<file path="config.mk">
export PLATFORM = sky130hd
export DESIGN_NAME = irq_stat_reg
export DESIGN_NICKNAME = d
export VERILOG_FILES = /design/src/rtl/irq_stat_pkg.sv /design/src/rtl/irq_rxe_edge.sv /design/src/rtl/irq_flag_bank.sv /design/src/rtl/irq_enable_reg.sv /design/src/rtl/irq_drive.sv /design/src/rtl/irq_stat_reg.sv
export SDC_FILE = /design/constraint.sdc
export NUM_CORES = 1
export LEC_CHECK = 0
export BUFFER_PORTS_ARGS = -buffer_cell sky130_fd_sc_hd__buf_4
export CAP_MARGIN = 20
export CELL_PAD_IN_SITES_DETAIL_PLACEMENT = 0
export CELL_PAD_IN_SITES_GLOBAL_PLACEMENT = 1
export CORE_UTILIZATION = 25
export CTS_CLUSTER_DIAMETER = 60
export CTS_CLUSTER_SIZE = 16
export DETAILED_ROUTE_END_ITERATION = 10
export GPL_ROUTABILITY_DRIVEN = 0
export MAX_ROUTING_LAYER = met4
export PLACE_DENSITY_LB_ADDON = 0.1
export SYNTH_ARGS = -nofsm -noshare
export SYNTH_HDL_FRONTEND = slang
export SYNTH_SLANG_ARGS = --single-unit
export TNS_END_PERCENT = 30
</file>
<file path="constraint.sdc">
create_clock -name clk -period 0.9 [get_ports clk]
set_input_delay 0.09 -clock clk [delete_from_list [all_inputs] [get_ports clk]]
set_output_delay 0.09 -clock clk [all_outputs]
set_load 0.1 [all_outputs]
</file>
<file path="src/rtl/irq_stat_pkg.sv">
package irq_stat_pkg;

    localparam int unsigned IRQ_NFLAG   = 8;
    localparam int unsigned IRQ_RXE_IDX = 6;

    typedef enum logic {
        RXE_LOW  = 1'b0,
        RXE_HIGH = 1'b1
    } rxe_state_t;

endpackage

</file>
<file path="src/rtl/irq_rxe_edge.sv">
module irq_rxe_edge
    import irq_stat_pkg::*;
(
    input  logic clk,
    input  logic rst_n,
    input  logic lvl,
    output logic rise
);

    rxe_state_t state_q;
    rxe_state_t state_d;

    always_ff @(posedge clk or negedge rst_n) begin
        if (!rst_n) begin
            state_q <= RXE_LOW;
        end else begin
            state_q <= state_d;
        end
    end

    always_comb begin
        state_d = state_q;
        unique case (state_q)
            RXE_LOW:  if (lvl)  state_d = RXE_HIGH;
            RXE_HIGH: if (!lvl) state_d = RXE_LOW;
            default:  state_d = RXE_LOW;
        endcase
    end

    always_comb begin
        rise = 1'b0;
        unique case (state_q)
            RXE_LOW:  rise = lvl;
            RXE_HIGH: rise = 1'b0;
            default:  rise = 1'b0;
        endcase
    end

endmodule

</file>
<file path="src/rtl/irq_flag_bank.sv">
module irq_flag_bank #(
    parameter int unsigned NFLAG   = 8,
    parameter int unsigned RXE_IDX = 6
) (
    input  logic             clk,
    input  logic             rst_n,
    input  logic [NFLAG-1:0] evt_pulse,
    input  logic             rxe_rise,
    input  logic             clr,
    output logic [NFLAG-1:0] flags_q
);

    logic [NFLAG-1:0] set_v;
    logic             unused_rxe_pulse;

    assign unused_rxe_pulse = evt_pulse[RXE_IDX];

    for (genvar i = 0; i < NFLAG; i++) begin : g_set
        if (i == RXE_IDX) begin : g_edge
            assign set_v[i] = rxe_rise;
        end else begin : g_pulse
            assign set_v[i] = evt_pulse[i];
        end
    end

    // Set wins over a clear at the same edge, so no event is lost.
    always_ff @(posedge clk or negedge rst_n) begin
        if (!rst_n) begin
            flags_q <= '0;
        end else begin
            flags_q <= (flags_q & ~{NFLAG{clr}}) | set_v;
        end
    end

endmodule

</file>
<file path="src/rtl/irq_enable_reg.sv">
module irq_enable_reg #(
    parameter int unsigned NFLAG = 8
) (
    input  logic             clk,
    input  logic             rst_n,
    input  logic             wr_stb,
    input  logic [NFLAG-1:0] wr_bits,
    output logic [NFLAG-1:0] en_q
);

    always_ff @(posedge clk or negedge rst_n) begin
        if (!rst_n) begin
            en_q <= '0;
        end else if (wr_stb) begin
            en_q <= wr_bits;
        end
    end

endmodule

</file>
<file path="src/rtl/irq_drive.sv">
module irq_drive #(
    parameter int unsigned NFLAG = 8
) (
    input  logic [NFLAG-1:0] flags,
    input  logic [NFLAG-1:0] en,
    input  logic             pol_hi,
    output logic             irq
);

    logic hit;

    always_comb begin
        hit = |(flags & en);
        irq = pol_hi ? hit : ~hit;
    end

endmodule

</file>
<file path="src/rtl/irq_stat_reg.sv">
module irq_stat_reg
    import irq_stat_pkg::*;
#(
    parameter int unsigned NFLAG   = IRQ_NFLAG,
    parameter int unsigned RXE_IDX = IRQ_RXE_IDX
) (
    input  logic               clk,
    input  logic               rst_n,
    input  logic               rd_stb,
    input  logic               wr_stb,
    input  logic [2*NFLAG-1:0] wr_data,
    input  logic [NFLAG-1:0]   evt_pulse,
    input  logic               rx_err_lvl,
    input  logic               pol_hi,
    output logic [2*NFLAG-1:0] rd_data,
    output logic               irq_out
);

    localparam int unsigned WORD = 2 * NFLAG;

    logic             rxe_rise;
    logic [NFLAG-1:0] flags_q;
    logic [NFLAG-1:0] en_q;
    logic             unused_wr_low;

    assign unused_wr_low = ^wr_data[NFLAG-1:0];

    irq_rxe_edge u_rxe (
        .clk   (clk),
        .rst_n (rst_n),
        .lvl   (rx_err_lvl),
        .rise  (rxe_rise)
    );

    irq_flag_bank #(.NFLAG(NFLAG), .RXE_IDX(RXE_IDX)) u_flags (
        .clk       (clk),
        .rst_n     (rst_n),
        .evt_pulse (evt_pulse),
        .rxe_rise  (rxe_rise),
        .clr       (rd_stb),
        .flags_q   (flags_q)
    );

    irq_enable_reg #(.NFLAG(NFLAG)) u_en (
        .clk     (clk),
        .rst_n   (rst_n),
        .wr_stb  (wr_stb),
        .wr_bits (wr_data[WORD-1:NFLAG]),
        .en_q    (en_q)
    );

    irq_drive #(.NFLAG(NFLAG)) u_drive (
        .flags  (flags_q),
        .en     (en_q),
        .pol_hi (pol_hi),
        .irq    (irq_out)
    );

    assign rd_data = {en_q, flags_q};

endmodule

</file>
# Yosys cells after proc, flatten, opt, wreduce, memory -nomap -nowiden
# Index checks and enable logic that the tools add are counted.
[classes] n_addsub=0 mul=0 n_div=0 magnitude_cmp=0 eq_ne=0 shifts=0 mux=3 n_bitwise=6 reduce_logical=1
[ops] operator="$and A8 B8 Y8" count=2
[ops] operator="$not A8 Y8" count=1
[ops] operator="$or A8 B8 Y8" count=1
[ops] operator="$reduce_or A8 Y1" count=1
[ops] operator="$mux W1" count=2
[ops] operator="$not A1 Y1" count=2
[ops] operator="$pmux W1 S2" count=1
[word_totals] ff_bits=17 latch_bits=0 ram_bits=0 romBits=0 inputBits=30 out_inout_bits=17 wordCells=13 n_memories=0

# Depth between registers and ports, before layout
# Gate-level depths: netlist of the first run.
[depth] depth_word=4 ltp_mapped=3 ltp_nobuf=3

# Modules after synthesis
# From an unflattened synthesis of the first run, not the netlist that was laid out.
[unflattened] hier_cells=42 area_unflattened_um2=684.4
[modules_own_cells] module="irq_enable_reg" n_inst=1 cells_per_inst=17 area_each_um2=331.6 seq_area_each_um2=200.2
[modules_own_cells] module="irq_flag_bank" n_inst=1 cells_per_inst=17 area_each_um2=264.0 seq_area_each_um2=200.2
[modules_own_cells] module="irq_drive" n_inst=1 cells_per_inst=6 area_each_um2=50.0 seq_area_each_um2=0.0
[modules_own_cells] module="irq_rxe_edge" n_inst=1 cells_per_inst=2 area_each_um2=38.8 seq_area_each_um2=25.0

# Worst setup path after synthesis of the first run
# Ideal clock, no wire load.
[synth_timing] path_type="register to output" startpoint="register u_flags.flags_q[6]" endpoint="output irq_out" arrival_time_ps=2750 required_time_ps=810 path_slack_ps=-1940 path_stages_with_launch=4 path_buffers=0 path_cell_list="dfrtp_1 > a22oi_1 > nand4_1 > xnor2_1"
[synth_via] elab_chain_cells=4
[synth_lines] item="from (decl)" line="irq_flag_bank.sv:10" text="output logic [NFLAG-1:0] flags_q"
[synth_lines] item="from (signal assigned)" line="irq_flag_bank.sv:31" text="flags_q <= (flags_q & ~{NFLAG{clr}}) | set_v;"
[synth_lines] item="$and A8 B8 Y8 (*)" line="irq_drive.sv:13" text="hit = |(flags & en);"
[synth_lines] item="$reduce_or A8 Y1 (*)" line="irq_drive.sv:13"
[synth_lines] item="$not A1 Y1" line="irq_drive.sv:14" text="irq = pol_hi ? hit : ~hit;"
[synth_lines] item="$mux W1 (*)" line="irq_drive.sv:14"
[synth_lines] item="to (decl)" line="irq_stat_reg.sv:16" text="output logic irq_out"
# Mark *: on every way between the ends. The rest lies on a longest branch, timed or not.

# Worst setup path after layout of the first run
# Same ends and word-level chain as after synthesis.

==> results.sh, run 1 <==
export IMPL_arrival_ps=1570
export IMPL_htreeDepth=1
export IMPL_endpoint_kind="primary output"
export IMPL_failed_checks="setup timing"
export IMPL_drtIter0Drc=2
export IMPL_drive_above_1_share_pct=80.73
export IMPL_r2r_cells=3
export IMPL_die_y_um=52.87
export IMPL_critPathMaxFanout=2
export IMPL_routedWlPerCell_um=12.97
export IMPL_syn_to_final_growth_pct=141.6
export IMPL_vdd_drop_max_mv=1.042
export IMPL_dpl_cell_area_um2=1132
export IMPL_cts_sinks=17
export IMPL_grt_max_degree=18
export IMPL_holdPathStages=2
export IMPL_vias=610
export IMPL_first_pass_iters=4
export IMPL_final_core_util_pct=63.66
export IMPL_reg2reg_from="u_en.en_q[1]"
export IMPL_dieWidth_um=52.87
export IMPL_row_count=18
export IMPL_r2r_end="u_en.en_q[1]"
export IMPL_start_kind="flip-flop"
export IMPL_grt_pass1_vias=652
export IMPL_start_util_pct=26.35
export IMPL_relSlewSlack_pct=79.69
export IMPL_port_buffer_count=37
export IMPL_synth_cells=42
export IMPL_hp_class="in -> reg"
export IMPL_mostFrequentLayoutCell="buf_4"
export IMPL_clk_pin_slew_ps=100
export IMPL_ant_nets=0
export IMPL_yosysWarnings=0
export IMPL_dp_cells=124
export IMPL_slowest_delay_ps=490
export IMPL_timing_fmax_mhz=602.7
export IMPL_syn_area_per_cell_um2=15.40
export IMPL_fin_nets=140
export IMPL_viasPerCell=4.388
export IMPL_antenna_cells=0
export IMPL_fin_hold_ws_ps=32.56
export IMPL_holdCritStartpoint="wr_data[9]"
export IMPL_clock_latency_ps=280
export IMPL_clock_path_buffers=2
export IMPL_hpwl_um=1305
export IMPL_ys_seq_elements=17
export IMPL_place_ws_ps=-629.8
export IMPL_grt_util_all_layers_pct=15.22
export IMPL_drcViolationCount=0
export IMPL_ys_seq_area_share_pct=65.76
export IMPL_cts_made_buffers=3
export IMPL_synth_area_um2=646.9
export IMPL_critical_path_cell_chain="a22oi_2, nand4_1, xnor2_4, buf_12"
export IMPL_synth_cell_types=10
export IMPL_hold_viol_final=0
export IMPL_finClkSkew_ps=0.04205
export IMPL_die_area_um2=2795
export IMPL_postRouteWirelength_um=1803
export IMPL_cts_tree="yes"
export IMPL_fillCellCount=199
export IMPL_final_cell_mix="buf_4, buf_12, buf_6"
export IMPL_required_ps=810
export IMPL_finalSetupViolCount=26
export IMPL_fin_crit_sh_pct=184.3
export IMPL_drv_slew=0
export IMPL_holdPathEnd="u_en.en_q[1]"
export IMPL_grt_pass1_wl_um=2835
export IMPL_p_leak_nw=0.7095
export IMPL_io_pins=47
export IMPL_reg2reg_setup_slack_ps=-200
export IMPL_layout_cell_area_non_filler_um2=1563
export IMPL_fin_cells=139
export IMPL_syn_num_nets=72
export IMPL_rsz0062_at_grt="true"
export IMPL_cap_viol_max_count=0
export IMPL_antenna_found_initial=0
export IMPL_cts_root_buf="clkbuf_4"
export IMPL_worst_slew_pin_transition_ps=304.3
export IMPL_p_per_area_nw_per_um2=1625
export IMPL_post_route_worst_setup_slack_ps=-759.1
export IMPL_overflow=0
export IMPL_crit_type="reg -> out"
export IMPL_min_period_ps=1659
export IMPL_core_area_um2=2455
export IMPL_status="complete, but fails checks"
export IMPL_critPathSlowestCell="dfrtp_4"
cells in the mapped netlist:
| cell type | count | area (um^2) |
|---|---|---|
| dfrtp_1 | 17 | 425.4 |
| mux2_2 | 8 | 90.09 |
| a21o_1 | 7 | 52.55 |
| a22oi_1 | 3 | 22.52 |
| inv_1 | 2 | 7.510 |
| a22o_2 | 1 | 10.01 |
| a22oi_2 | 1 | 12.51 |
| buf_6 | 1 | 11.26 |
| nand4_1 | 1 | 6.260 |
| xnor2_1 | 1 | 8.760 |
critical path: cells and delay by family (launching register included):
family	cells	cell delay (ps)
DFF	1	490
and+or+nand+nor	1	220
xor gates and xnor gates	1	210
buffers and inverters	1	190
AOI/OAI and AO/OA	1	170
registers in the layout, indices dropped and copies added, names as in the netlist:
signal / cells
u_rxe.state_q: 1
u_flags.flags_q: 8
u_en.en_q: 8
per-stage QoR:
stage | total power, mW | TNS [ps]
floorplan | 1.522 | -2331
global route | 2.651 | -6018
detailed placement | 1.833 | -1238
CTS | 2.531 | -5439
finish | 2.539 | -5108
global placement | 1.828 | -1171
layout make-up:
class	count	area (um^2)	share of cell area, %
flip-flops and latches	17	467.9	29.94
inverters	2	7.507	0.4804
repair buffers	64	779.5	49.88
clock buffers	4	26.28	1.681
multi-input cells	22	244.0	15.61
well taps	30	37.54	2.402
kinds of logic (layout without fill, tap and decap cells):
family          Yosys count  in the layout  share of synthesized area (%)
flops                    17             17                          65.76
simple gates              1              1                         0.9677
mux                       8              8                          13.93
buf+inv                   3             70                          2.902
compound gates           12             12                          15.09
xor+xnor                  1              1                          1.354
worst max-delay path by stage:
stage	start	endpoint	depth (start not counted)
final	u_flags.flags_q[6]	irq_out	4
after global routing	u_en.en_q[0]	irq_out	4
after CTS	u_en.en_q[4]	irq_out	4
after detailed placement	u_en.en_q[4]	irq_out	4
after global placement	u_en.en_q[2]	irq_out	4
after floorplan	u_en.en_q[2]	irq_out	3
layer usage:
metal	track usage [%]	vias to the layer above	part of all wire, %
met3	3.736	0	6.5
met4	5.263	0	0
met2	25.11	29	51
met5	-	-	0
li1	-	288	-
met1	18.08	293	42
where the power goes:
group	switching, mW	total, mW	leakage [nW]	internal (mW)
combinational	0.683	1.23	0.516	0.547
clock	0.227	0.399	0.0150	0.172
sequential	0.0542	0.911	0.179	0.857
repair_timing:
item                       4_1_cts  5_1_grt
pin swaps                        5        2
setup buffers                    1        4
hold buffers                     9        0
resized for setup               65        9
setup endpoints to repair       26       26
gates cloned                     0        0
hold endpoints to repair        25        0
No activity file was read; power rests on OpenSTA's default activity.
==> inputs of run 2 (changes only) <==
--- a/config.mk
+++ b/config.mk
@@ -5,17 +5,18 @@
 export SDC_FILE = /design/constraint.sdc
 export NUM_CORES = 1
 export LEC_CHECK = 0
-export BUFFER_PORTS_ARGS = -buffer_cell sky130_fd_sc_hd__buf_4
 export CAP_MARGIN = 20
 export CELL_PAD_IN_SITES_DETAIL_PLACEMENT = 0
 export CELL_PAD_IN_SITES_GLOBAL_PLACEMENT = 1
-export CORE_UTILIZATION = 25
+export CORE_UTILIZATION = 38
 export CTS_CLUSTER_DIAMETER = 60
 export CTS_CLUSTER_SIZE = 16
 export DETAILED_ROUTE_END_ITERATION = 10
+export DONT_BUFFER_PORTS = 1
 export GPL_ROUTABILITY_DRIVEN = 0
 export MAX_ROUTING_LAYER = met4
 export PLACE_DENSITY_LB_ADDON = 0.1
+export SKIP_LAST_GASP = 1
 export SYNTH_ARGS = -nofsm -noshare
 export SYNTH_HDL_FRONTEND = slang
 export SYNTH_SLANG_ARGS = --single-unit
==> results.sh, run 2 (synthesis gave the netlist of run 1 again) <==
export IMPL_status="complete, but fails checks"
export IMPL_failed_checks="hold timing, setup timing"
export IMPL_core_area_um2=1541
export IMPL_die_area_um2=1871
export IMPL_routedWlPerCell_um=16.60
export IMPL_grt_util_all_layers_pct=19.09
export IMPL_fillCellCount=96
export IMPL_start_util_pct=41.96
export IMPL_crit_type="reg -> out"
export IMPL_rsz0062_at_grt="true"
export IMPL_viasPerCell=5.448
export IMPL_p_per_area_nw_per_um2=1900
export IMPL_critPathMaxFanout=2
export IMPL_cts_tree="yes"
export IMPL_grt_pass1_vias=574
export IMPL_drtIter0Drc=6
export IMPL_overflow=0
export IMPL_endpoint_kind="primary output"
export IMPL_grt_pass1_wl_um=2470
export IMPL_min_period_ps=1704
export IMPL_critPathSlowestCell="dfrtp_4"
export IMPL_antenna_found_initial=0
export IMPL_vias=523
export IMPL_clk_pin_slew_ps=100
export IMPL_fin_crit_sh_pct=189.3
export IMPL_mostFrequentLayoutCell="dlygate4sd3_1"
export IMPL_drv_slew=0
export IMPL_postRouteWirelength_um=1594
export IMPL_arrival_ps=1610
export IMPL_hold_buffers=17
export IMPL_p_leak_nw=0.5113
export IMPL_dieWidth_um=43.26
export IMPL_cts_sinks=17
export IMPL_fin_setup_tns_ps=-5200
export IMPL_fin_nets=111
export IMPL_crit_buf_inv=1
export IMPL_drive_above_1_share_pct=65.00
export IMPL_fin_hold_ws_ps=-47.22
export IMPL_clock_latency_ps=290
export IMPL_drcViolationCount=0
export IMPL_top_regs="u_en.en_q (8), u_flags.flags_q (8), u_rxe.state_q (1)"
export IMPL_vdd_drop_max_mv=0.9942
export IMPL_post_route_worst_setup_slack_ps=-803.8
export IMPL_io_pins=47
export IMPL_slowest_delay_ps=500
export IMPL_hp_class="in -> reg"
export IMPL_final_cell_mix="dlygate4sd3_1, dfrtp_4, mux2_2, buf_12"
export IMPL_multi_input_area_um2=244.0
export IMPL_required_ps=810
export IMPL_clock_path_buffers=2
export IMPL_start_kind="flip-flop"
export IMPL_worst_slew_pin_transition_ps=735.6
export IMPL_hpwl_um=1092
export IMPL_cts_made_buffers=3
export IMPL_seq_area_um2=467.9
export IMPL_critical_path_top_delay_family="flip-flops"
export IMPL_fin_cells=96
export IMPL_timing_fmax_mhz=586.9
export IMPL_relSlewSlack_pct=50.80
export IMPL_die_y_um=43.26
export IMPL_syn_to_final_growth_pct=85.30
export IMPL_final_core_util_pct=77.76
export IMPL_row_count=14
export IMPL_first_pass_iters=4
export IMPL_finClkSkew_ps=0.01379
export IMPL_finalSetupViolCount=32
export IMPL_cts_root_buf="clkbuf_4"
export IMPL_layout_cell_area_non_filler_um2=1199
export IMPL_dp_cells=74
export IMPL_place_ws_ps=-514.7
export IMPL_cap_viol_max_count=0
export IMPL_htreeDepth=1
export IMPL_critical_path_cell_chain="a22oi_2, nand4_1, xnor2_4, buf_12"
export IMPL_port_buffer_count=0
export IMPL_power_mw=2.278
export IMPL_dpl_cell_area_um2=857.1
export IMPL_grt_max_degree=18
export IMPL_hold_viol_final=8
export IMPL_ant_nets=0
export IMPL_antenna_cells=0
run 2: cell types whose count changed in the layout (fill, tap and decap cells not counted):
cell,delta
dlygate4sd3_1,+8
clkinv_2,+1
clkbuf_1,-1
buf_12,-9
buf_8,+3
buf_4,-15
buf_6,-16
run 2: worst register-to-register path: stages (launching register included):
cell and delay, ps:
dfrtp_4 490, buf_4 150, buf_12 160, a22o_4 260
run 2: power breakdown:
part / switching [mW] / internal, mW / leakage, nW
registers: 0.0646 / 0.857 / 0.179
logic: 0.615 / 0.332 / 0.315
clock network: 0.244 / 0.165 / 0.0177
run 2: final timing paths:
path / depth (start not counted) / slack, ps / from / endpoint
worst max-delay path: 4 / -800 / u_en.en_q[4] / irq_out
worst min-delay path: 1 / -50 / wr_stb / u_en.en_q[6]
worst max register to register: 3 / -260 / u_flags.flags_q[6] / u_flags.flags_q[6]
worst min register to register: 2 / 590 / u_rxe.state_q / u_flags.flags_q[6]
max in group asynchronous: 1 / 70 / rst_n / u_en.en_q[3]
min in group asynchronous: 1 / 290 / rst_n / u_en.en_q[1]
run 2: cell type report:
cell class / instances / area share [%]
timing repair buffer: 35 / 36.01
clock buffer: 3 / 1.879
multi-input combinational: 22 / 20.35
inverter: 2 / 0.6263
tap: 16 / 1.670
sequential: 17 / 39.04
clock inverter: 1 / 0.4175
run 2: metal layers:
metal,global-route usage (%),up-vias,share of wire (%)
met5,-,-,0
met4,9.091,0,2.4
met3,3.830,6,7.2
met2,34.33,31,53
met1,19.44,256,38
li1,-,230,-
run 2: timing repair:
| action | CTS | global route |
|---|---|---|
| setup buffers | 0 | 1 |
| setup endpoints to repair | 33 | 50 |
| endpoints found under the hold margin | 34 | 8 |
| gates resized for setup | 14 | 18 |
| pin swaps | 3 | 1 |
==> inputs of run 3 (changes only) <==
--- a/config.mk
+++ b/config.mk
@@ -15,7 +15,7 @@
 export DONT_BUFFER_PORTS = 1
 export GPL_ROUTABILITY_DRIVEN = 0
 export MAX_ROUTING_LAYER = met4
-export PLACE_DENSITY_LB_ADDON = 0.1
+export PLACE_DENSITY = 0.8
 export SKIP_LAST_GASP = 1
 export SYNTH_ARGS = -nofsm -noshare
 export SYNTH_HDL_FRONTEND = slang
==> results.sh, run 3 (synthesis gave the netlist of run 1 again) <==
export IMPL_drtIter0Drc=2
export IMPL_fillCellCount=93
export IMPL_grt_pass1_wl_um=2511
export IMPL_final_cell_mix="dlygate4sd3_1, buf_12, dfrtp_4"
export IMPL_timing_fmax_mhz=587.5
export IMPL_overflow=0
export IMPL_place_ws_ps=-524.9
export IMPL_postRouteWirelength_um=1609
export IMPL_fin_nets=110
export IMPL_layout_cell_area_non_filler_um2=1191
export IMPL_fin_hold_ws_ps=-38.10
export IMPL_grt_pass1_vias=555
export IMPL_antenna_found_initial=0
export IMPL_clock_path_buffers=2
export IMPL_finalSetupViolCount=33
export IMPL_die_y_um=43.26
export IMPL_crit_type="reg -> out"
export IMPL_syn_to_final_growth_pct=84.14
export IMPL_critical_path_cell_chain="a22oi_2, nand4_1, xnor2_4, buf_12"
export IMPL_grt_max_degree=18
export IMPL_slowest_delay_ps=490
export IMPL_cts_sinks=17
export IMPL_worst_slew_pin_transition_ps=747.7
export IMPL_clk_pin_slew_ps=100
export IMPL_required_ps=810
export IMPL_p_per_area_nw_per_um2=1904
export IMPL_antenna_cells=0
export IMPL_status="complete, but fails checks"
export IMPL_cts_root_buf="clkbuf_4"
export IMPL_hold_buffers=17
export IMPL_port_buffer_count=0
export IMPL_critPathSlowestCell="dfrtp_4"
export IMPL_io_pins=47
export IMPL_post_cts_setup_buffer_count=0
export IMPL_row_count=14
export IMPL_fin_setup_tns_ps=-4773
export IMPL_drv_slew=0
export IMPL_cts_made_buffers=3
export IMPL_viasPerCell=5.232
export IMPL_hold_viol_final=8
export IMPL_first_pass_iters=3
export IMPL_relSlewSlack_pct=49.99
export IMPL_arrival_ps=1610
export IMPL_grt_util_all_layers_pct=19.49
export IMPL_finClkSkew_ps=0.09476
export IMPL_cts_tree="yes"
export IMPL_p_leak_nw=0.5040
export IMPL_drcViolationCount=0
export IMPL_ant_nets=0
export IMPL_post_route_worst_setup_slack_ps=-802.1
export IMPL_cap_viol_max_count=0
export IMPL_power_mw=2.268
export IMPL_start_kind="flip-flop"
export IMPL_multi_input_area_um2=236.5
export IMPL_clock_latency_ps=280
export IMPL_min_period_ps=1702
export IMPL_hp_class="in -> reg"
export IMPL_routedWlPerCell_um=16.94
export IMPL_vdd_drop_max_mv=1.272
export IMPL_vias=497
export IMPL_mostFrequentLayoutCell="dlygate4sd3_1"
export IMPL_drive_above_1_share_pct=63.29
export IMPL_critPathMaxFanout=2
export IMPL_die_area_um2=1871
export IMPL_failed_checks="hold timing, setup timing"
export IMPL_seq_area_um2=467.9
export IMPL_fin_crit_sh_pct=189.1
export IMPL_rsz0062_at_grt="true"
export IMPL_endpoint_kind="primary output"
export IMPL_hpwl_um=1117
export IMPL_dieWidth_um=43.26
export IMPL_core_area_um2=1541
export IMPL_htreeDepth=1
export IMPL_dpl_cell_area_um2=857.1
export IMPL_start_util_pct=41.96
export IMPL_top_regs="u_en.en_q (8), u_flags.flags_q (8), u_rxe.state_q (1)"
==> run 3: area by class of cell <==
| type | count | share of cell area [%] |
|---|---|---|
| Sequential cell | 17 | 39.29 |
| Timing Repair Buffer | 34 | 36.34 |
| Multi-Input combinational cell | 22 | 19.85 |
| Clock buffer | 4 | 2.206 |
| Tap cell | 16 | 1.681 |
| Inverter | 2 | 0.6303 |
==> run 3: what timing repair did <==
item / 4_1_cts / 5_1_grt
gates resized for setup: 22 / 11
setup endpoints to repair: 33 / 49
pin swaps: 2 / 0
endpoints found under the hold margin: 34 / 8
==> run 3: worst max-delay path: cells and delay by family, from the launching register on <==
family                 cells  cell delay, ps
AND/OR/NAND/NOR            1             230
buffers and inverters      1             190
flip-flops                 1             490
XOR/XNOR                   1             210
AO/OA/AOI/OAI              1             210
==> run 3: worst paths after layout <==
check	from	to	slack (ps)	cells after the start
worst min-delay path	wr_stb	u_en.en_q[4]	-40	1
max in group asynchronous	rst_n	u_en.en_q[1]	40	1
worst max-delay path	u_flags.flags_q[6]	irq_out	-800	4
worst max register to register	u_flags.flags_q[6]	u_flags.flags_q[6]	-230	2
min in group asynchronous	rst_n	u_en.en_q[3]	310	1
worst min register to register	u_rxe.state_q	u_flags.flags_q[6]	620	2
==> run 3: per-stage QoR <==
stage          utilization (%)  instances
5_1_grt                  77.27         95
2_1_floorplan                -         42
3_3_place_gp             55.60         74
3_5_place_dp             55.60         74
6_report                 77.27         95
4_1_cts                  74.35         95
==> run 3: routing by layer <==
| layer | vias up | global-route usage [%] | wire length [um] |
|---|---|---|---|
| li1 | 229 | - | - |
| met1 | 247 | 20.39 | 660 |
| met2 | 21 | 32.54 | 855 |
| met3 | 0 | 7.234 | 94 |
| met4 | 0 | 8.485 | 0 |
| met5 | - | - | 0 |
==> run 3: power breakdown <==
part / internal (mW) / leakage [nW] / switching [mW] / total, mW
combinational: 0.334 / 0.310 / 0.611 / 0.944
sequential: 0.857 / 0.179 / 0.0699 / 0.927
clock: 0.172 / 0.0150 / 0.225 / 0.397
